File: src/rtl/irq_group_pkg.sv
// Shared definitions for the interrupt register group.
// Assumes 32-bit-aligned word registers within a 16-byte group window.
package irq_group_pkg;
    localparam logic [3:0] OFF_STATUS = 4'h0;
    localparam logic [3:0] OFF_MASK   = 4'h4;
    localparam logic [3:0] OFF_IDENT  = 4'h8;
    localparam logic [3:0] OFF_ENABLE = 4'hC;

    typedef enum logic [2:0] {
        SEL_NONE,
        SEL_STATUS,
        SEL_MASK,
        SEL_IDENT,
        SEL_ENABLE
    } reg_sel_e;
endpackage

File: src/rtl/irq_addr_decode.sv
// Maps a bus byte address to one of the group's four registers.
// Assumes BASE_ADDR is 16-byte aligned; misaligned or foreign addresses give SEL_NONE.
module irq_addr_decode
    import irq_group_pkg::*;
#(
    parameter int          ADDR_W    = 12,
    parameter int unsigned BASE_ADDR = 32'h40
) (
    input  logic [ADDR_W-1:0] addr,
    output reg_sel_e          sel
);
    localparam logic [ADDR_W-1:0] BASE_V = ADDR_W'(BASE_ADDR);

    logic in_group;

    // Group hit: upper bits match the base.
    assign in_group = (addr[ADDR_W-1:4] == BASE_V[ADDR_W-1:4]);

    // Offset select within the 16-byte window.
    always_comb begin
        sel = SEL_NONE;
        if (in_group) begin
            case (addr[3:0])
                OFF_STATUS: sel = SEL_STATUS;
                OFF_MASK:   sel = SEL_MASK;
                OFF_IDENT:  sel = SEL_IDENT;
                OFF_ENABLE: sel = SEL_ENABLE;
                default:    sel = SEL_NONE;
            endcase
        end
    end
endmodule

File: src/rtl/irq_word_reg.sv
// Plain full-word register with a load strobe.
// Assumes the load data is stable at the clock edge; reset value is zero.
module irq_word_reg #(
    parameter int W = 32
) (
    input  logic         clk,
    input  logic         rst_n,
    input  logic         load,
    input  logic [W-1:0] d,
    output logic [W-1:0] q
);
    // Load or clear the stored word.
    always_ff @(posedge clk) begin
        if (!rst_n)    q <= '0;
        else if (load) q <= d;
    end
endmodule

File: src/rtl/irq_ident_reg.sv
// Identity register: captures unmasked events and clears bits written as one.
// Assumes single-cycle event pulses. A capture beats a clear on the same bit.
module irq_ident_reg #(
    parameter int W = 32
) (
    input  logic         clk,
    input  logic         rst_n,
    input  logic         clr_we,
    input  logic [W-1:0] clr_data,
    input  logic [W-1:0] evt,
    input  logic [W-1:0] mask,
    output logic [W-1:0] ident
);
    logic [W-1:0] ident_nxt;

    for (genvar i = 0; i < W; i++) begin : g_bit
        logic capture;
        logic clear;
        // Per-bit next state: capture first, then clear, else hold.
        assign capture      = evt[i] & ~mask[i];
        assign clear        = clr_we & clr_data[i];
        assign ident_nxt[i] = capture ? 1'b1 : (clear ? 1'b0 : ident[i]);
    end

    // Commit the per-bit next state.
    always_ff @(posedge clk) begin
        if (!rst_n) ident <= '0;
        else        ident <= ident_nxt;
    end
endmodule

File: src/rtl/irq_group_bank.sv
// One interrupt group: status, mask, identity and enable registers on a register bus.
// Assumes one-cycle write strobes and a 16-byte-aligned BASE_ADDR.
module irq_group_bank
    import irq_group_pkg::*;
#(
    parameter int          DATA_W    = 32,
    parameter int          ADDR_W    = 12,
    parameter int unsigned BASE_ADDR = 32'h40
) (
    input  logic              clk,
    input  logic              rst_n,
    input  logic              bus_wr,
    input  logic [ADDR_W-1:0] bus_addr,
    input  logic [DATA_W-1:0] bus_wdata,
    output logic [DATA_W-1:0] bus_rdata,
    input  logic [DATA_W-1:0] evt_in,
    output logic [DATA_W-1:0] pending_out
);
    reg_sel_e          sel;
    logic [DATA_W-1:0] status_q;
    logic [DATA_W-1:0] mask_q;
    logic [DATA_W-1:0] ident_q;
    logic [DATA_W-1:0] enable_q;

    irq_addr_decode #(.ADDR_W(ADDR_W), .BASE_ADDR(BASE_ADDR)) u_dec (
        .addr (bus_addr),
        .sel  (sel)
    );

    irq_word_reg #(.W(DATA_W)) u_status (
        .clk (clk), .rst_n (rst_n), .load (1'b1), .d (evt_in), .q (status_q)
    );

    irq_word_reg #(.W(DATA_W)) u_mask (
        .clk (clk), .rst_n (rst_n), .load (bus_wr && sel == SEL_MASK),
        .d (bus_wdata), .q (mask_q)
    );

    irq_word_reg #(.W(DATA_W)) u_enable (
        .clk (clk), .rst_n (rst_n), .load (bus_wr && sel == SEL_ENABLE),
        .d (bus_wdata), .q (enable_q)
    );

    irq_ident_reg #(.W(DATA_W)) u_ident (
        .clk      (clk),
        .rst_n    (rst_n),
        .clr_we   (bus_wr && sel == SEL_IDENT),
        .clr_data (bus_wdata),
        .evt      (evt_in),
        .mask     (mask_q),
        .ident    (ident_q)
    );

    // Forward latched bits qualified by the enable.
    assign pending_out = ident_q & enable_q;

    // Side-effect-free read mux.
    always_comb begin
        case (sel)
            SEL_STATUS: bus_rdata = status_q;
            SEL_MASK:   bus_rdata = mask_q;
            SEL_IDENT:  bus_rdata = ident_q;
            SEL_ENABLE: bus_rdata = enable_q;
            default:    bus_rdata = '0;
        endcase
    end
endmodule

File: config.mk
export PLATFORM = sky130hd
export DESIGN_NAME = irq_group_bank
export DESIGN_NICKNAME = d
export VERILOG_FILES = /design/src/rtl/irq_group_pkg.sv /design/src/rtl/irq_addr_decode.sv /design/src/rtl/irq_word_reg.sv /design/src/rtl/irq_ident_reg.sv /design/src/rtl/irq_group_bank.sv
export SDC_FILE = /design/constraint.sdc
export NUM_CORES = 1
export LEC_CHECK = 0
export BUFFER_PORTS_ARGS = -buffer_cell sky130_fd_sc_hd__buf_4
export CORE_MARGIN = 5
export CORE_UTILIZATION = 47
export CTS_CLUSTER_SIZE = 14
export DETAILED_ROUTE_END_ITERATION = 6
export HOLD_SLACK_MARGIN = 0.12
export PLACE_DENSITY = 0.72
export SYNTH_ARGS = -nofsm -noshare
export SYNTH_HDL_FRONTEND = slang
export SYNTH_SLANG_ARGS = --single-unit
File: constraint.sdc
create_clock -name clk -period 2.2 [get_ports clk]
set_input_delay 0.33 -clock clk [delete_from_list [all_inputs] [get_ports clk]]
set_output_delay 0.33 -clock clk [all_outputs]
set_load 0.1 [all_outputs]
### After elaboration in Yosys (flattened, before gate mapping)

Index checks and enable logic that the tools add are counted.

* bits in registers: 128
* bits of input ports: 79
* logic and storage cells: 243

* eq/ne operators: 8
* mux-type cells: 67
* bitwise logic cells: 97
* reductions and logical operators: 36

Operators by type and width (count)
* $pmux W32 S4: 1
* $and A1 B1 Y1: 64
* $mux W1: 64
* $reduce_bool A2 Y1: 32
* $and A32 B32 Y32: 1
* $not A1 Y1: 32
* $pmux W3 S4: 1
* $eq A4 B4 Y1 const B: 2
* $eq A8 B3 Y1 const B: 1
* $eq A3 B2 Y1 const B: 2
* $eq A4 B3 Y1 const B: 1
* $logic_not A4 Y1: 1
* $eq A3 B1 Y1 const B: 1
* $eq A3 B3 Y1 const B: 1
* $logic_and A1 B1 Y1: 3
* $mux W3: 1

### Logic depth before layout (Yosys ltp)

Gate-level depths: netlist of run 1.

* word-level depth: 8
* gate-level depth with buffers: 6
* gate-level depth less buffers: 3

### Modules after synthesis

From an unflattened synthesis of run 1, not the netlist that was laid out.

* cell total of the unflattened synthesis: 646
* area total of the unflattened synthesis: 6866.6 um^2

By module, submodules not included
* irq_word_reg: times used 3, cells each 103, area each 1243.7 um^2, sequential area each 640.6 um^2
* irq_group_bank: times used 1, cells each 190, area each 1675.4 um^2, sequential area each 0.0 um^2
* irq_ident_reg: times used 1, cells each 139, area each 1397.6 um^2, sequential area each 640.6 um^2
* irq_addr_decode: times used 1, cells each 8, area each 62.6 um^2, sequential area each 0.0 um^2

### Worst setup path after synthesis of run 1

OpenSTA, ideal clock, no wires.

* kind: input-to-output
* from: input bus_addr[11]
* to: output bus_rdata[10]
* data arrival time: 2.869 ns
* setup slack: -0.999 ns
* stages: 4
* path buffers: 1
* path through: or4_4 -> or3_1 -> clkbuf_1 -> nor2b_1

* longest elaborated chain between the ends: 4
* elaborated cells on any way between the ends: 7
* those cells by class: eq/ne: 5; mux: 2

Ends and longest elaborated chain
* from (decl): RTL line irq_group_bank.sv:13 `input logic [ADDR_W-1:0] bus_addr,`
* $eq A8 B3 Y1 *: RTL line irq_addr_decode.sv:17 `assign in_group = (addr[ADDR_W-1:4] == BASE_V[ADDR_W-1:4]);`
* $mux W3 *: RTL line irq_addr_decode.sv:22 `if (in_group) begin`
* $eq A3 B3 Y1 (tied with other cells): RTL line irq_group_bank.sv:59 `case (sel)`
* $pmux W32 S4 *: RTL line irq_group_bank.sv:59
* to (decl): RTL line irq_group_bank.sv:15 `output logic [DATA_W-1:0] bus_rdata,`

Mark *: on every way between the ends. The rest lies on a longest branch, timed or not.

### Final worst setup path of run 1

* from: input bus_addr[5]
* to: output bus_rdata[4]

Same word-level chain as after synthesis.

==> results of run 1 <==
critical path, stage by stage:
cell	delay (ps)
buf_6	90
or4b_4	530
or3_4	440
buf_12	200
nor2b_4	150
buf_12	180
cells in the mapped netlist, drive strengths merged:
master  count  area share
or2         1      0.0011
and2       64       0.068
or4b        1      0.0023
a21oi      32       0.027
mux4       32        0.12
nor4        2      0.0047
nand3b      2      0.0026
nand2      96       0.061
dfxtp     128        0.44
clkbuf     20       0.013
or3         1      0.0011
buf        19       0.019
nand3       1     0.00085
or4         2      0.0032
o21ai      32       0.027
mux2i      64        0.11
nor2b      96        0.10
final timing paths:
check | startpoint | end | slack (ps) | cells past startpoint
max | bus_addr[5] | bus_rdata[4] | -60 | 6
min | evt_in[15] | u_status.q[15] | 130 | 2
max reg2reg | u_mask.q[20] | u_ident.ident[20] | 1380 | 3
min reg2reg | u_enable.q[19] | u_enable.q[19] | 470 | 2
area by class of cell:
class / count / area (µm²) / share of cell area
clock buffers: 22 / 494 / 0.0569
clock inverters: 10 / 155 / 0.0179
multi-input cells: 426 / 3390 / 0.390
flip-flops and latches: 128 / 2560 / 0.295
well taps: 168 / 210 / 0.0242
repair buffers: 179 / 1870 / 0.215
cells by family (layout without fill, tap and decap cells):
group	after synthesis	after routing	share of synthesized area
AO/OA/AOI/OAI	64	64	0.0545
buffers and inverters	39	211	0.0313
flip-flops	128	128	0.436
multiplexers	96	96	0.231
AND/OR/NAND/NOR	266	266	0.247
metal layers:
metal	vias up	wire length (µm)
met3	24	870
li1	2329	-
met5	-	0
met2	136	7630
met1	2302	6620
met4	0	255
state kept, by name, indices dropped and copies added, names as in the netlist:
name	cells
u_ident.ident	32
u_enable.q	32
u_status.q	32
u_mask.q	32
power breakdown:
part / total, mW / internal [mW] / leakage (nW) / switching, mW
logic: 0.479 / 0.281 / 2.24 / 0.199
clock network: 3.03 / 2.04 / 0.318 / 0.994
registers: 2.43 / 2.39 / 1.05 / 0.0332
total: 5.94 / 4.71 / 3.61 / 1.23
repair_timing:
| action | 4_1_cts | 5_1_grt |
|---|---|---|
| hold endpoints to repair | 19 | 0 |
| pin swaps | 1 | 0 |
| resized for setup | 99 | 0 |
| buffers inserted | 1 | 0 |
| hold buffers | 19 | 0 |
| setup endpoints to repair | 32 | 32 |
==> flow_summary.yaml, run 1 <==
status:
  status: "complete, but fails checks"
  violations: "setup timing"
placement:
  port_buffers: 142
  gp_congestion: 0.786
  pre_cts_slack_ps: -157
  dp.cells: 881
  post_dp_cell_area_mm2: 0.00742
  hpwlAfterDp_um: 10300
cts:
  cts_buffers: 17
  clock_latency_ps: 410
  root_buffer: "clkbuf_16"
  cts_buffer_depth: 2
  cts_max_level: 4
  clk_pin_slew_ps: 60
  cts_tree: "yes"
  clock_sinks: 128
timing:
  skew_ps: 5.19
  hold_viol: 0
  tightest_slew_ps: 583
  setup_viol_count_final: 32
  period_share: 1.03
  fin_ws_ps: -57.3
  setup_tns_ps: -1200
  period_needed_ps: 2260
  slew_violations: 0
  relSlewSlack: 0.611
  max_freq_ghz: 0.443
  rsz0062_at_grt: "true"
  holdWs_ps: 131
power:
  power_density_mw_per_mm2: 684
  leakage_nw: 3.61
  ir_drop_mv: 0.342
  p_total_mw: 5.94
detailed_routing:
  remaining_drc_errors: 0
  viasPerCell: 5.14
  drt_wl_total_um: 15400
  wire_per_inst_um: 16.5
  first_iter_violations: 331
  drtPass1Iterations: 4
  drtAntennaViolNets: 0
  via_count: 4791
global_routing:
  met3_usage: 0.0622
  track_usage: 0.213
  gr-usage-met2: 0.358
  grt_pass1_wl_um: 24900
  top_usage_layer: "met2"
  grt_max_degree: 141
  grt_overflow_total: 0
  antenna_found_initial: 0
  grt_pass1_vias: 5052
  met1_usage: 0.262
critical_path:
  crit_fanout: 12
  arrival_ps: 1930
  critPathRequiredTime_ps: 1870
  crit_type: "primary input to primary output"
  start_kind: "primary input"
  worstSetupEndpointType: "primary output"
hold_path:
  hp-class: "primary input to flip-flop"
final_layout:
  finalCoreUtilization: 0.714
  finalNonFillerCells: 933
  syn_to_final_growth_pct: 47.6
  drive_above_1_share: 0.344
  stdcell_area_mm2: 0.00868
  n_fill_cell: 875
  final_cell_mix: "dfxtp_1, buf_4, nand2_1"
  nets: 831
  n_antenna_cell: 0
  final_common_cell: "dfxtp_1"
logic_synthesis:
  ys_seq_area_frac: 0.436
  yosysUniqueCellTypes: 22
  yosys_warnings: 0
  syn_avg_cell_area_um2: 9.92
  syn_nets: 672
  synth-seq-cells: 128
  synth_cells: 593
  post_synth_instance_area_mm2: 0.00588
floorplanning:
  row_count: 40
  die_w_um: 122
  core_area_mm2: 0.0122
  die_h_um: 122
  ios: 143
  die_area_mm2: 0.0149
  start_util: 0.484
flow_run:
  cap_violations: 0
No activity file was read; power rests on OpenSTA's default activity.
==> run 2: changes to the inputs <==
Settings changed: BUFFER_PORTS_ARGS -buffer_cell sky130_fd_sc_hd__buf_4 to unset, CELL_PAD_IN_SITES_DETAIL_PLACEMENT set to 0, CELL_PAD_IN_SITES_GLOBAL_PLACEMENT set to 1, DONT_BUFFER_PORTS set to 1, PLACE_DENSITY 0.72 to unset, PLACE_DENSITY_LB_ADDON set to 0.1.
==> flow_summary.yaml, run 2 (same netlist as run 1, synthesis figures left out) <==
detailed_routing:
  via_count: 5027
  first_iter_violations: 291
  viasPerCell: 5.26
  drtPass1Iterations: 4
  wire_per_inst_um: 18.0
  drt_wl_total_um: 17200
  remaining_drc_errors: 0
  drtAntennaViolNets: 0
final_layout:
  finalCoreUtilization: 0.755
  drive_above_1_share: 0.225
  final_cell_mix: "dfxtp_1, dlygate4sd3_1, nand2_1"
  stdcell_area_mm2: 0.00918
  nets: 854
  multi_input_area_mm2: 0.00339
  n_antenna_cell: 0
  register_area_mm2: 0.00256
  n_fill_cell: 814
  syn_to_final_growth_pct: 56.1
  final_common_cell: "dfxtp_1"
cts:
  cts_max_level: 4
  clock_latency_ps: 410
  cts_buffers: 17
  cts_buffer_depth: 2
  clock_sinks: 128
  postCtsSetupRepairBufs: 0
  root_buffer: "clkbuf_16"
  clk_pin_slew_ps: 50
  cts_tree: "yes"
global_routing:
  top_usage_layer: "met2"
  antenna_found_initial: 0
  track_usage: 0.241
  grt_pass1_vias: 5487
  grt_max_degree: 99
  gr-usage-met2: 0.425
  met3_usage: 0.0766
  met1_usage: 0.287
  grt_overflow_total: 0
  grt_pass1_wl_um: 27600
critical_path:
  crit_fanout: 18
  start_kind: "primary input"
  critPathRequiredTime_ps: 1870
  cpMostUsedCell: "buf_12"
  path_cells: "or4_4, or3_4, buf_12, nor2b_4, buf_12"
  arrival_ps: 1850
  worstSetupEndpointType: "primary output"
  cpPeakStageDelay_ps: 530
  critPathSlowestCell: "or4_4"
  crit_type: "primary input to primary output"
power:
  power_density_mw_per_mm2: 679
  leakage_nw: 3.71
  ir_drop_mv: 0.598
placement:
  hpwlAfterDp_um: 9510
  post_dp_cell_area_mm2: 0.00716
  gp_congestion: 0.766
  pre_cts_slack_ps: 4.30
  port_buffers: 0
timing:
  period_needed_ps: 2180
  holdWs_ps: 136
  setup_tns_ps: 0
  skew_ps: 5.31
  max_freq_ghz: 0.458
  setup_viol_count_final: 0
  tightest_slew_ps: 695
  period_share: 0.992
  fin_ws_ps: 18.0
  hold_viol: 0
  relSlewSlack: 0.535
  slew_violations: 0
  rsz0062_at_grt: "true"
hold_path:
  hp-class: "primary input to flip-flop"
floorplanning:
  row_count: 40
  die_w_um: 122
  ios: 143
  die_area_mm2: 0.0149
  start_util: 0.484
  die_h_um: 122
  core_area_mm2: 0.0122
flow_run:
  cap_violations: 0
status:
  status: "complete, no violations"
[run 2: cell types whose count changed in the layout (fill, tap and decap cells not counted), sizes merged]
cell	before	now
buf	160	75
clkinv	4	2
clkinvlp	2	1
dlygate4sd3	19	127
bufinv	4	7
[run 2: cell type report]
| type | instances | share of cell area |
|---|---|---|
| well taps | 168 | 0.0229 |
| repair buffers | 202 | 0.251 |
| flip-flops and latches | 128 | 0.279 |
| multi-input cells | 426 | 0.369 |
| clock buffers | 22 | 0.0527 |
| clock inverters | 10 | 0.0248 |
[run 2: metrics by stage]
stage,cells,power (mW)
after floorplan,593,2.74
after global placement,796,2.70
after detailed placement,796,2.72
after CTS,955,6.26
after global routing,956,6.44
final,956,6.23
[run 2: timing repair]
item                                   in CTS  in global routing
endpoints found under the hold margin     128                  1
hold buffers                              127                  1
resized for setup                           0                  3
setup endpoints to repair                   0                  3
[run 2: worst paths after layout]
check             depth (start not counted)                end      startpoint  slack (ps)
setup / recovery                          5      bus_rdata[12]    bus_addr[11]          20
hold / removal                            2  u_ident.ident[21]   bus_wdata[21]         140
setup reg to reg                          5  u_ident.ident[29]    u_mask.q[29]         360
hold reg to reg                           2     u_enable.q[16]  u_enable.q[16]         470
[run 2: power breakdown]
part | internal [mW] | switching [mW] | total, mW
combinational | 0.302 | 0.148 | 0.450
sequential | 2.39 | 0.0352 | 2.43
clock | 2.36 | 0.994 | 3.35
[run 2: per-layer routing]
metal	wire (µm)	share of wire
met1	6950	0.40
met2	8930	0.52
met3	1290	0.075
met4	80	0.0046
met5	0	0
[run 2: critical path: cells and delay by family]
kind,cells,cell delay (ps)
and+or+nand+nor,3,1120
buffers and inverters,2,370
==> run 3: changes to the inputs <==
Clock period 2.2 ns to 2.3 ns, I/O delays scaled along.
==> flow_summary.yaml, run 3 (same netlist as run 1, synthesis figures left out) <==
status:
  status: "complete, no violations"
floorplanning:
  row_count: 40
  die_h_um: 122
  die_w_um: 122
  die_area_mm2: 0.0149
  ios: 143
  core_area_mm2: 0.0122
  start_util: 0.484
timing:
  max_freq_ghz: 0.445
  fin_ws_ps: 55.2
  hold_viol: 0
  skew_ps: 5.06
  period_share: 0.976
  period_needed_ps: 2240
  slew_violations: 0
  setup_viol_count_final: 0
  rsz0062_at_grt: "false"
  tightest_slew_ps: 806
  relSlewSlack: 0.461
cts:
  cts_tree: "yes"
  cts_buffer_depth: 2
  holdBufCountCts: 98
  postCtsSetupRepairBufs: 0
  clock_latency_ps: 410
  root_buffer: "clkbuf_16"
  clock_sinks: 128
  cts_resized: 0
  clk_pin_slew_ps: 60
  cts_max_level: 4
  cts_buffers: 17
power:
  power_density_mw_per_mm2: 613
  p_total_mw: 5.37
  ir_drop_mv: 0.566
  leakage_nw: 3.54
critical_path:
  crit_type: "primary input to primary output"
  cpMostUsedCell: "buf_12"
  r2r_end: "u_ident.ident[30]"
  reg2reg_slack_ps: 1470
  r2r_start: "u_mask.q[30]"
  critPathRequiredTime_ps: 1960
  cpPeakStageDelay_ps: 530
  path_cells: "or4_4, or3_4, buf_12, nor2b_2, buf_12"
  arrival_ps: 1900
  rr_worst_depth: 3
  start_kind: "primary input"
  crit_fanout: 20
  worstSetupEndpointType: "primary output"
  critPathSlowestCell: "or4_4"
final_layout:
  syn_to_final_growth_pct: 48.8
  nets: 824
  final_common_cell: "dfxtp_1"
  final_cell_mix: "dfxtp_1, dlygate4sd3_1, nand2_1"
  n_antenna_cell: 0
  finalNonFillerCells: 924
  n_fill_cell: 870
  drive_above_1_share: 0.230
detailed_routing:
  drt_wl_total_um: 17000
  remaining_drc_errors: 0
  first_iter_violations: 267
  viasPerCell: 5.33
  drtPass1Iterations: 5
  drtAntennaViolNets: 0
  wire_per_inst_um: 18.3
  via_count: 4927
global_routing:
  grt_max_degree: 104
  grt_overflow_total: 0
  track_usage: 0.238
  antenna_found_initial: 0
  grt_pass1_vias: 5435
  grt_pass1_wl_um: 27500
placement:
  gp_congestion: 0.769
  pre_cts_slack_ps: 41.6
  port_buffers: 0
  hpwlAfterDp_um: 9600
  dp.cells: 796
hold_path:
  min_from: "bus_wdata[14]"
  holdPathEnd: "u_mask.q[14]"
  worst_hold_path.num_cells: 2
  hp-class: "primary input to flip-flop"
flow_run:
  cap_violations: 0
==> run 3: report_power, final <==
group | internal (mW) | leakage, nW | switching [mW]
logic | 0.270 | 2.20 | 0.139
clock network | 1.72 | 0.292 | 0.915
registers | 2.29 | 1.05 | 0.0336
==> run 3: per-layer routing <==
layer  global-route usage  wire (µm)  vias up
met5                    0          0        -
met3               0.0696       1170        6
li1                     -          -     2315
met1                0.284       6970     2441
met4               0.0511         70        0
met2                0.424       8740      165
==> run 3: layout make-up <==
cell class	count	area, µm²	area share
tap	168	210	0.0240
clock inverter	6	80.1	0.00915
sequential	128	2560	0.293
multi-input combinational	426	3380	0.386
clock buffer	24	502	0.0573
timing repair buffer	172	2020	0.231
==> run 3: worst max-delay path by stage <==
| stage | start | to | depth (start not counted) |
|---|---|---|---|
| global route | bus_addr[11] | bus_rdata[31] | 5 |
| global placement | bus_addr[5] | u_enable.q[14] | 5 |
| CTS | bus_addr[11] | bus_rdata[31] | 5 |
| finish | bus_addr[11] | bus_rdata[31] | 5 |
| floorplan | bus_addr[11] | bus_rdata[0] | 3 |
| detailed placement | bus_addr[5] | u_enable.q[14] | 5 |
==> run 3: critical path, delay by kind of cell <==
family | cells | cell delay (ps)
AND/OR/NAND/NOR | 3 | 1130
buffers and inverters | 2 | 390
==> run 3: through the flow <==
step                      setup TNS, ps  hold WS [ps]  area [µm²]   util
after floorplan                   -4550           443        6130      -
after global placement                0           455        7170  0.590
after detailed placement              0           462        7170  0.590
after CTS                             0           122        8750  0.719
after global routing                  0           134        8750  0.719
final                                 0           140        8750  0.719
